===== src/rtl/tirq_pkg.sv =====
package tirq_pkg;
  // Fixed line indices taken over by timers 0 and 1 in legacy mode
  localparam int unsigned LEG_LINE_T0 = 0;
  localparam int unsigned LEG_LINE_T1 = 8;
endpackage


===== src/rtl/tirq_tmr_status.sv =====
module tirq_tmr_status (
  input  logic clk,
  input  logic rst_n,
  input  logic fire,
  input  logic level,
  input  logic en,
  input  logic glb_en,
  input  logic msg_en,
  input  logic clr,
  output logic status,
  output logic line_req,
  output logic msg_elig
);
  logic lvl_q, status_q, pulse_q;
  logic gate_ok, lvl_drop;

  assign gate_ok  = en & glb_en;
  assign lvl_drop = lvl_q & ~level;

  always_ff @(posedge clk) begin
    if (!rst_n) begin
      lvl_q    <= 1'b0;
      status_q <= 1'b0;
      pulse_q  <= 1'b0;
    end else begin
      lvl_q   <= level;
      pulse_q <= fire & ~level & gate_ok & ~msg_en;
      if (fire)          status_q <= level;
      else if (lvl_drop) status_q <= 1'b0;
      else if (clr)      status_q <= 1'b0;
    end
  end

  assign status   = status_q;
  assign line_req = (status_q & level & gate_ok & ~msg_en) | pulse_q;
  assign msg_elig = fire & gate_ok & msg_en;

  p_level_set_r1: assert property (@(posedge clk) disable iff (!rst_n)
    fire && level |=> status_q);
  p_edge_clr_r1: assert property (@(posedge clk) disable iff (!rst_n)
    fire && !level |=> !status_q);
  p_gate_r2: assert property (@(posedge clk) disable iff (!rst_n)
    !(en && glb_en) |=> !pulse_q);
  p_pulse_single_r3: assert property (@(posedge clk) disable iff (!rst_n)
    pulse_q && !fire |=> !pulse_q);
  p_clear_r4: assert property (@(posedge clk) disable iff (!rst_n)
    clr && !fire |=> !status_q);
  p_lvl_drop_r9: assert property (@(posedge clk) disable iff (!rst_n)
    lvl_q && !level && !fire |=> !status_q);
endmodule


===== src/rtl/tirq_line_router.sv =====
module tirq_line_router #(
  parameter int unsigned NUM_TIMERS = 4,
  parameter int unsigned NUM_LINES  = 32,
  localparam int unsigned RW        = $clog2(NUM_LINES)
) (
  input  logic                     legacy_mode,
  input  logic [NUM_TIMERS*RW-1:0] route_flat,
  input  logic [NUM_TIMERS-1:0]    line_req,
  input  logic                     ext_pit_irq,
  input  logic                     ext_rtc_irq,
  output logic [NUM_LINES-1:0]     lines
);
  import tirq_pkg::*;

  function automatic logic [RW-1:0] target_of(input int unsigned idx,
                                               input logic legacy,
                                               input logic [RW-1:0] route);
    if (legacy && idx == 0) return RW'(LEG_LINE_T0);
    if (legacy && idx == 1) return RW'(LEG_LINE_T1);
    return route;
  endfunction

  always_comb begin
    lines = '0;
    for (int i = 0; i < NUM_TIMERS; i++) begin
      if (line_req[i])
        lines[target_of(i, legacy_mode, route_flat[i*RW +: RW])] = 1'b1;
    end
    if (!legacy_mode) begin
      lines[LEG_LINE_T0] = lines[LEG_LINE_T0] | ext_pit_irq;
      lines[LEG_LINE_T1] = lines[LEG_LINE_T1] | ext_rtc_irq;
    end
  end
endmodule


===== src/rtl/tirq_msg_arb.sv =====
module tirq_msg_arb #(
  parameter int unsigned NUM_TIMERS = 4,
  parameter int unsigned ADDR_W     = 32,
  parameter int unsigned DATA_W     = 32,
  localparam int unsigned TW        = ADDR_W + DATA_W
) (
  input  logic                     clk,
  input  logic                     rst_n,
  input  logic [NUM_TIMERS-1:0]    elig,
  input  logic [NUM_TIMERS*TW-1:0] targets,
  output logic                     msg_valid,
  output logic [ADDR_W-1:0]        msg_addr,
  output logic [DATA_W-1:0]        msg_data
);
  logic          sel_valid;
  logic [TW-1:0] sel_tgt;

  always_comb begin
    sel_valid = 1'b0;
    sel_tgt   = '0;
    for (int i = NUM_TIMERS - 1; i >= 0; i--) begin
      if (elig[i]) begin
        sel_valid = 1'b1;
        sel_tgt   = targets[i*TW +: TW];
      end
    end
  end

  always_ff @(posedge clk) begin
    if (!rst_n) begin
      msg_valid <= 1'b0;
      msg_addr  <= '0;
      msg_data  <= '0;
    end else begin
      msg_valid <= sel_valid;
      if (sel_valid) begin
        msg_addr <= sel_tgt[TW-1:DATA_W];
        msg_data <= sel_tgt[DATA_W-1:0];
      end
    end
  end

  p_msg_src_r8: assert property (@(posedge clk) disable iff (!rst_n)
    !(|elig) |=> !msg_valid);
  p_msg_once_r8: assert property (@(posedge clk) disable iff (!rst_n)
    (|elig) |=> msg_valid);
endmodule


===== src/rtl/tirq_router.sv =====
module tirq_router #(
  parameter int unsigned NUM_TIMERS = 4,
  parameter int unsigned NUM_LINES  = 32,
  parameter int unsigned ADDR_W     = 32,
  parameter int unsigned DATA_W     = 32,
  localparam int unsigned RW        = $clog2(NUM_LINES),
  localparam int unsigned TW        = ADDR_W + DATA_W
) (
  input  logic                     clk,
  input  logic                     rst_n,
  input  logic                     glb_en,
  input  logic                     legacy_mode,
  input  logic [NUM_TIMERS-1:0]    tmr_fire,
  input  logic [NUM_TIMERS-1:0]    tmr_en,
  input  logic [NUM_TIMERS-1:0]    tmr_level,
  input  logic [NUM_TIMERS-1:0]    tmr_msg_en,
  input  logic [NUM_TIMERS*RW-1:0] tmr_route,
  input  logic [NUM_TIMERS*TW-1:0] tmr_msg_target,
  input  logic                     sts_wr,
  input  logic [NUM_TIMERS-1:0]    sts_wr_data,
  input  logic                     ext_pit_irq,
  input  logic                     ext_rtc_irq,
  output logic [NUM_LINES-1:0]     irq_lines,
  output logic                     pit_enable,
  output logic [NUM_TIMERS-1:0]    tmr_status,
  output logic                     msg_valid,
  output logic [ADDR_W-1:0]        msg_addr,
  output logic [DATA_W-1:0]        msg_data
);
  logic [NUM_TIMERS-1:0] line_req;
  logic [NUM_TIMERS-1:0] msg_elig;

  for (genvar g = 0; g < NUM_TIMERS; g++) begin : g_tmr
    tirq_tmr_status u_sts (
      .clk      (clk),
      .rst_n    (rst_n),
      .fire     (tmr_fire[g]),
      .level    (tmr_level[g]),
      .en       (tmr_en[g]),
      .glb_en   (glb_en),
      .msg_en   (tmr_msg_en[g]),
      .clr      (sts_wr & sts_wr_data[g]),
      .status   (tmr_status[g]),
      .line_req (line_req[g]),
      .msg_elig (msg_elig[g])
    );
  end

  tirq_line_router #(.NUM_TIMERS(NUM_TIMERS), .NUM_LINES(NUM_LINES)) u_route (
    .legacy_mode (legacy_mode),
    .route_flat  (tmr_route),
    .line_req    (line_req),
    .ext_pit_irq (ext_pit_irq),
    .ext_rtc_irq (ext_rtc_irq),
    .lines       (irq_lines)
  );

  tirq_msg_arb #(.NUM_TIMERS(NUM_TIMERS), .ADDR_W(ADDR_W), .DATA_W(DATA_W)) u_msg (
    .clk       (clk),
    .rst_n     (rst_n),
    .elig      (msg_elig),
    .targets   (tmr_msg_target),
    .msg_valid (msg_valid),
    .msg_addr  (msg_addr),
    .msg_data  (msg_data)
  );

  assign pit_enable = ~legacy_mode;
endmodule


===== config.mk =====
export PLATFORM = sky130hd
export DESIGN_NAME = tirq_router
export DESIGN_NICKNAME = d
export VERILOG_FILES = /design/src/rtl/tirq_pkg.sv /design/src/rtl/tirq_tmr_status.sv /design/src/rtl/tirq_line_router.sv /design/src/rtl/tirq_msg_arb.sv /design/src/rtl/tirq_router.sv
export SDC_FILE = /design/constraint.sdc
export NUM_CORES = 1
export LEC_CHECK = 0
export BUFFER_PORTS_ARGS = -buffer_cell sky130_fd_sc_hd__buf_4
export CORE_AREA = 5 5 153 155
export CTS_BUF_LIST = sky130_fd_sc_hd__clkbuf_4 sky130_fd_sc_hd__clkbuf_8
export DETAILED_ROUTE_END_ITERATION = 10
export DIE_AREA = 0 0 158 160
export PLACE_DENSITY = 0.51
export SETUP_SLACK_MARGIN = 0.02
export SLEW_MARGIN = 20
export SYNTH_ARGS = -nofsm -noshare
export SYNTH_HDL_FRONTEND = slang
export SYNTH_SLANG_ARGS = --single-unit
export TNS_END_PERCENT = 1

===== constraint.sdc =====
create_clock -name clk -period 1.73 [get_ports clk]
set_input_delay 0.173 -clock clk [delete_from_list [all_inputs] [get_ports clk]]
set_output_delay 0.173 -clock clk [all_outputs]
set_load 0.05 [all_outputs]

==> results of run 1 <==
[state kept, by name (all words and copies together) (netlist names)]
signal	flops
g_tmr.u_sts.lvl_q	4
u_msg.msg_data	32
g_tmr.u_sts.pulse_q	4
u_msg.msg_valid	1
u_msg.msg_addr	32
g_tmr.u_sts.status	4
[what timing repair did]
item,in CTS,in global routing
endpoints found under the hold margin,1,0
pin swaps,7,8
setup endpoints to repair,32,32
buffers inserted,2,0
resized for setup,47,18
hold buffers,1,0
[power breakdown]
| group | switching (mW) | internal (mW) | leakage (nW) | total (mW) |
|---|---|---|---|---|
| sequential | 0.0292 | 1.83 | 0.626 | 1.86 |
| clock | 0.785 | 0.967 | 0.120 | 1.75 |
| combinational | 0.779 | 0.752 | 3.58 | 1.53 |
[routing by layer]
layer	global-route usage [%]	up-vias	share of wire, %
met1	28.80	3671	39
met4	5.196	4	1.5
met2	44.25	344	51
li1	-	3780	-
met5	0	-	0.069
met3	7.497	34	9.0
[final timing paths]
path                         startpoint               endpoint  cells past startpoint
hold / removal             tmr_level[2]   g_tmr[2].u_sts.lvl_q                      2
hold reg to reg      u_msg.msg_addr[23]     u_msg.msg_addr[23]                      2
setup reg to reg  g_tmr[3].u_sts.status  g_tmr[3].u_sts.status                      3
setup / recovery  g_tmr[1].u_sts.status          irq_lines[31]                      6
[Yosys cell counts (3+ instances only)]
master | count | area share, %
nor3_1 | 6 | 0.56
nor3b_1 | 3 | 0.42
nand3b_1 | 8 | 1.1
inv_1 | 6 | 0.42
nand2_1 | 159 | 11
or3_1 | 3 | 0.35
buf_4 | 13 | 1.8
a22oi_1 | 26 | 3.6
dfxtp_1 | 77 | 29
buf_2 | 24 | 2.2
a32oi_1 | 3 | 0.49
o211ai_1 | 6 | 0.84
nand4_1 | 3 | 0.35
o21ai_1 | 109 | 10
clkbuf_1 | 17 | 1.2
o221ai_1 | 23 | 3.8
and2_1 | 4 | 0.47
buf_6 | 6 | 1.3
nand3_1 | 133 | 12
o21ai_0 | 24 | 2.2
buf_1 | 4 | 0.28
nor2b_1 | 7 | 0.82
nor2_1 | 31 | 2.2
a21oi_1 | 68 | 6.3
[critical path, delay by kind of cell (launching register included)]
kind	cells	cell delay, ns
buf+inv	2	0.41
compound gates	3	0.36
flops	1	0.37
simple gates	1	0.31
[kinds of logic after synthesis]
logic type             after synthesis  synth area share, %
AND/OR/NAND/NOR                    376                33.74
AO/OA/AOI/OAI                      272                30.31
flip-flops                          77                28.74
buffers and inverters               70                7.209
[final cells by class]
cell class                 count  area (sq um)  area share [%]
sequential                    77          1549           15.71
timing repair buffer         493          4005           40.63
antenna                        1         2.502         0.02538
tap                          280         350.3           3.554
clock buffer                   9         123.9           1.257
clock inverter                 7         120.1           1.218
inverter                       6         22.52          0.2285
multi-input combinational    648          3685           37.38
[per-stage QoR]
| step | util [%] | area [sq um] |
|---|---|---|
| 2_1_floorplan | - | 5425 |
| 3_3_place_gp | 42.80 | 9283 |
| 3_5_place_dp | 42.80 | 9283 |
| 4_1_cts | 45.06 | 9772 |
| 5_1_grt | 45.45 | 9858 |
| 6_report | 45.45 | 9858 |
==> results.cfg, run 1 <==
[clock_tree]
path_clk_slew_ns = 0.08
cts_buffers = 9
cts_tree = yes
cts.sinks = 77
clk_path_buf_depth = 2
cts-root-buf = clkbuf_8
htree_levels = 3
clk-insertion-delay-late_ns = 0.36

[critical_path]
path_max_fanout = 8
arrival_ns = 1.82
slowest_stage = dfxtp_4
path_class = flip-flop to output port
rrSetupSlack_ns = 0.99
start_kind = flip-flop
end_kind = output port
slowest_delay_ns = 0.37
worstPathRequired_ns = 1.56
cp_cell_sequence = a41oi_4 > nor4bb_1 > buf_4 > a22oi_1 > o221ai_2 > buf_6

[synthesis]
yosysUniqueCellTypes = 49
seq_area_frac_synth_pct = 28.74
synth_ff_type = dfxtp_1
syn_inst = 795
syn_area_sq_um = 5363
synth_edf_count = 0
synthArstFlopShare_pct = 0
synth-seq-cells = 77
syn_nets = 1098
synth_warnings = 0
syn_area_per_cell_sq_um = 6.745

[routing]
vias = 7833
drc = 0
drtPass1Iterations = 7
viasPerCell = 5.150
totalWireLength_microns = 33190
drtAntennaViolNets = 0
wl_per_cell_microns = 21.82
drt_first_iter_violations = 465

[sta]
fin_tns_setup_ns = -6.434
period_share_pct = 115.1
worstMarginPinSlew_ns = 0.5375
finalSetupViolations = 32
fmax_mhz = 502.0
rsz0062_at_grt = yes
hold_viol_final = 0
setup_ws_ns = -0.2620
finalCriticalPeriod_ns = 1.992
slew_violations = 0
skew_ns = 0.0001918
slew_headroom_pct = 63.83
timing.hold.ws_ns = 0.04835

[hold_path]
hp-class = input pin to flip-flop

[power_and_ir_drop]
power_density_nw_per_um2 = 521.2
ir_drop_v = 0.0002623
power_leakage_nw = 4.329
finalPower_mw = 5.138

[layout]
stdcell_count = 1521
n_fill_cell = 2299
mostFrequentLayoutCells = buf_4, nand2_1, nand3_1
drive_gt1_share_pct = 45.40
nets = 1538
layout_commonest_cell = buf_4
areaGrowthSynthToFinish_pct = 83.83

[global_routing]
antenna_found_initial = 3
grt_max_degree = 53
grt_pass1_wl_microns = 48350
grt-ovfl-total = 0
grt_use_total_pct = 24.68
first_global_vias = 7683

[floorplan]
fp.dieW_microns = 158
io_pins = 405
die_h_microns = 160
core-area_sq_um = 21690
start_util_pct = 24.73
rows = 54
die_area_sq_um = 25280

[status]
violations = negative setup slack
status = complete, but fails checks

[run]
cap_violations = 0

[placement]
port-buffer-count = 404
gp_congestion = 0.9544
dp_hpwl_microns = 27010
pre_cts_ws_ns = -0.3056
dp.cells = 1503
(Power assumes the default switching activity.)
==> inputs of run 2 (changes only) <==
==> constraint.sdc (replaced) <==
create_clock -name clk -period 1.73 [get_ports clk]
set_input_delay 0.0865 -clock clk [delete_from_list [all_inputs] [get_ports clk]]
set_output_delay 0.0865 -clock clk [all_outputs]
set_load 0.05 [all_outputs]
==> run 2 against run 1 <==
Net effect:
- the run still ends with negative setup slack left
- cell area up 9.5%
- core utilization increased by 4.3 points
- clock power down 11%
- register-to-register slack got worse by 0.15 ns
- critical path depth unchanged
- routed wire length is 4.0% higher
- sequential cell count is the same
- highest routed layer is now met4
==> results.cfg, run 2 (synthesis results as in run 1) <==
[critical_path]
rrSetupSlack_ns = 0.84
worstPathRequired_ns = 1.64
cp_cell_sequence = a41oi_4 > nor4b_4 > buf_4 > a22oi_1 > nand2_1 > buf_6
r2r_end = g_tmr[1].u_sts.status
slowest_stage = nor4b_4
r2r-start = g_tmr[1].u_sts.status
start_kind = flip-flop
path_class = flip-flop to output port
end_kind = output port
slowest_delay_ns = 0.38
r2r_cells = 4
arrival_ns = 1.85
path_max_fanout = 4

[routing]
drtAntennaViolNets = 0
vias = 8333
drt_first_iter_violations = 647
totalWireLength_microns = 34520
drtPass1Iterations = 9
drc = 0
wl_per_cell_microns = 21.37
viasPerCell = 5.160

[clock_tree]
clk-insertion-delay-late_ns = 0.37
path_clk_slew_ns = 0.09
htree_levels = 3
clk_path_buf_depth = 2
cts.sinks = 77
cts_buffers = 9
cts-root-buf = clkbuf_8
cts_tree = yes

[layout]
layout_commonest_cell = buf_4
largest_registers = u_msg.msg_addr x32, u_msg.msg_data x32
register_area_sq_um = 1545
nets = 1629
multi_input_area_sq_um = 3737
final_area_sq_um = 10790
mostFrequentLayoutCells = buf_4, nand2_1, nand3_1
stdcell_count = 1615
areaGrowthSynthToFinish_pct = 101.2
n_fill_cell = 2204
drive_gt1_share_pct = 40.35

[global_routing]
grt_max_degree = 65
grt-ovfl-total = 0
first_global_vias = 8251
antenna_found_initial = 4
grt_use_total_pct = 25.52
grt_pass1_wl_microns = 50420

[power_and_ir_drop]
ir_drop_v = 0.0002996
power_density_nw_per_um2 = 478.4
power_leakage_nw = 4.669

[sta]
timing.hold.ws_ns = 0.01638
fin_tns_setup_ns = -5.104
rsz0062_at_grt = yes
finalCriticalPeriod_ns = 1.934
setup_ws_ns = -0.2037
finalSetupViolations = 32
fmax_mhz = 517.1
hold_viol_final = 0
slew_headroom_pct = 43.90
slew_violations = 0
skew_ns = 0.0004250
worstMarginPinSlew_ns = 0.8398
period_share_pct = 111.8

[floorplan]
io_pins = 405
die_area_sq_um = 25280
fp.dieW_microns = 158
rows = 54
start_util_pct = 24.73
core-area_sq_um = 21690
die_h_microns = 160

[placement]
port-buffer-count = 404
gp_congestion = 0.9211
dp.cells = 1462
place_area_sq_um = 8837
pre_cts_ws_ns = -0.1774
dp_hpwl_microns = 25720

[hold_path]
worstHoldEndpoint = u_msg.msg_data[4]
hp-class = input pin to flip-flop
min-delay-start = tmr_msg_target[4]
min_path_cells = 3

[status]
status = complete, but fails checks
violations = negative setup slack

[run]
cap_violations = 0
==> run 2: worst max-delay path by stage <==
stage	from	slack [ns]	cells after the start	endpoint
after global routing	g_tmr[1].u_sts.status	-0.30	6	irq_lines[11]
after detailed placement	tmr_msg_en[3]	-0.18	7	irq_lines[10]
after floorplan	legacy_mode	-0.26	5	irq_lines[5]
after CTS	g_tmr[1].u_sts.status	-0.25	6	irq_lines[27]
final	g_tmr[1].u_sts.status	-0.20	6	irq_lines[26]
after global placement	tmr_msg_en[3]	-0.19	7	irq_lines[10]
==> run 2: repair_timing <==
| item | in CTS | in global routing |
|---|---|---|
| hold buffers | 127 | 0 |
| gates resized for setup | 31 | 56 |
| pin swaps | 10 | 17 |
| setup endpoints to repair | 32 | 80 |
| endpoints found under the hold margin | 74 | 0 |
| setup buffers | 3 | 3 |
==> run 2: stage by stage <==
step | total power, mW | utilization, %
final | 5.163 | 49.76
after global routing | 5.400 | 49.76
after CTS | 5.177 | 48.40
after detailed placement | 3.347 | 40.75
after global placement | 3.347 | 40.75
after floorplan | 2.516 | -
==> run 2: worst max-delay path: cells and delay by family, from the launching register on <==
family,cells,cell delay [ns]
compound gates,2,0.24
buf+inv,2,0.36
flops,1,0.35
simple gates,2,0.51
==> run 2: power breakdown <==
part / internal, mW / switching (mW)
clock network: 0.801 / 0.758
logic: 0.901 / 0.848
registers: 1.83 / 0.0280
total: 3.53 / 1.63
==> run 2: routing by layer <==
metal  vias to the layer above  GRT usage (%)  routed length (microns)
met5                         -              0                        0
met4                         0          9.500                     1042
met3                        55          6.387                     2930
met2                       358          44.23                    17390
met1                      3948          30.16                    13160
li1                       3972              -                        -
==> run 2: final cells by class <==
class                           instances  share of cell area, %
Timing Repair Buffer                  584                  45.51
Antenna cell                            4                0.09275
Clock buffer                           13                  1.600
Inverter                                6                 0.2087
Clock inverter                          3                 0.3942
Tap cell                              280                  3.246
Multi-Input combinational cell        648                  34.63
Sequential cell                        77                  14.32
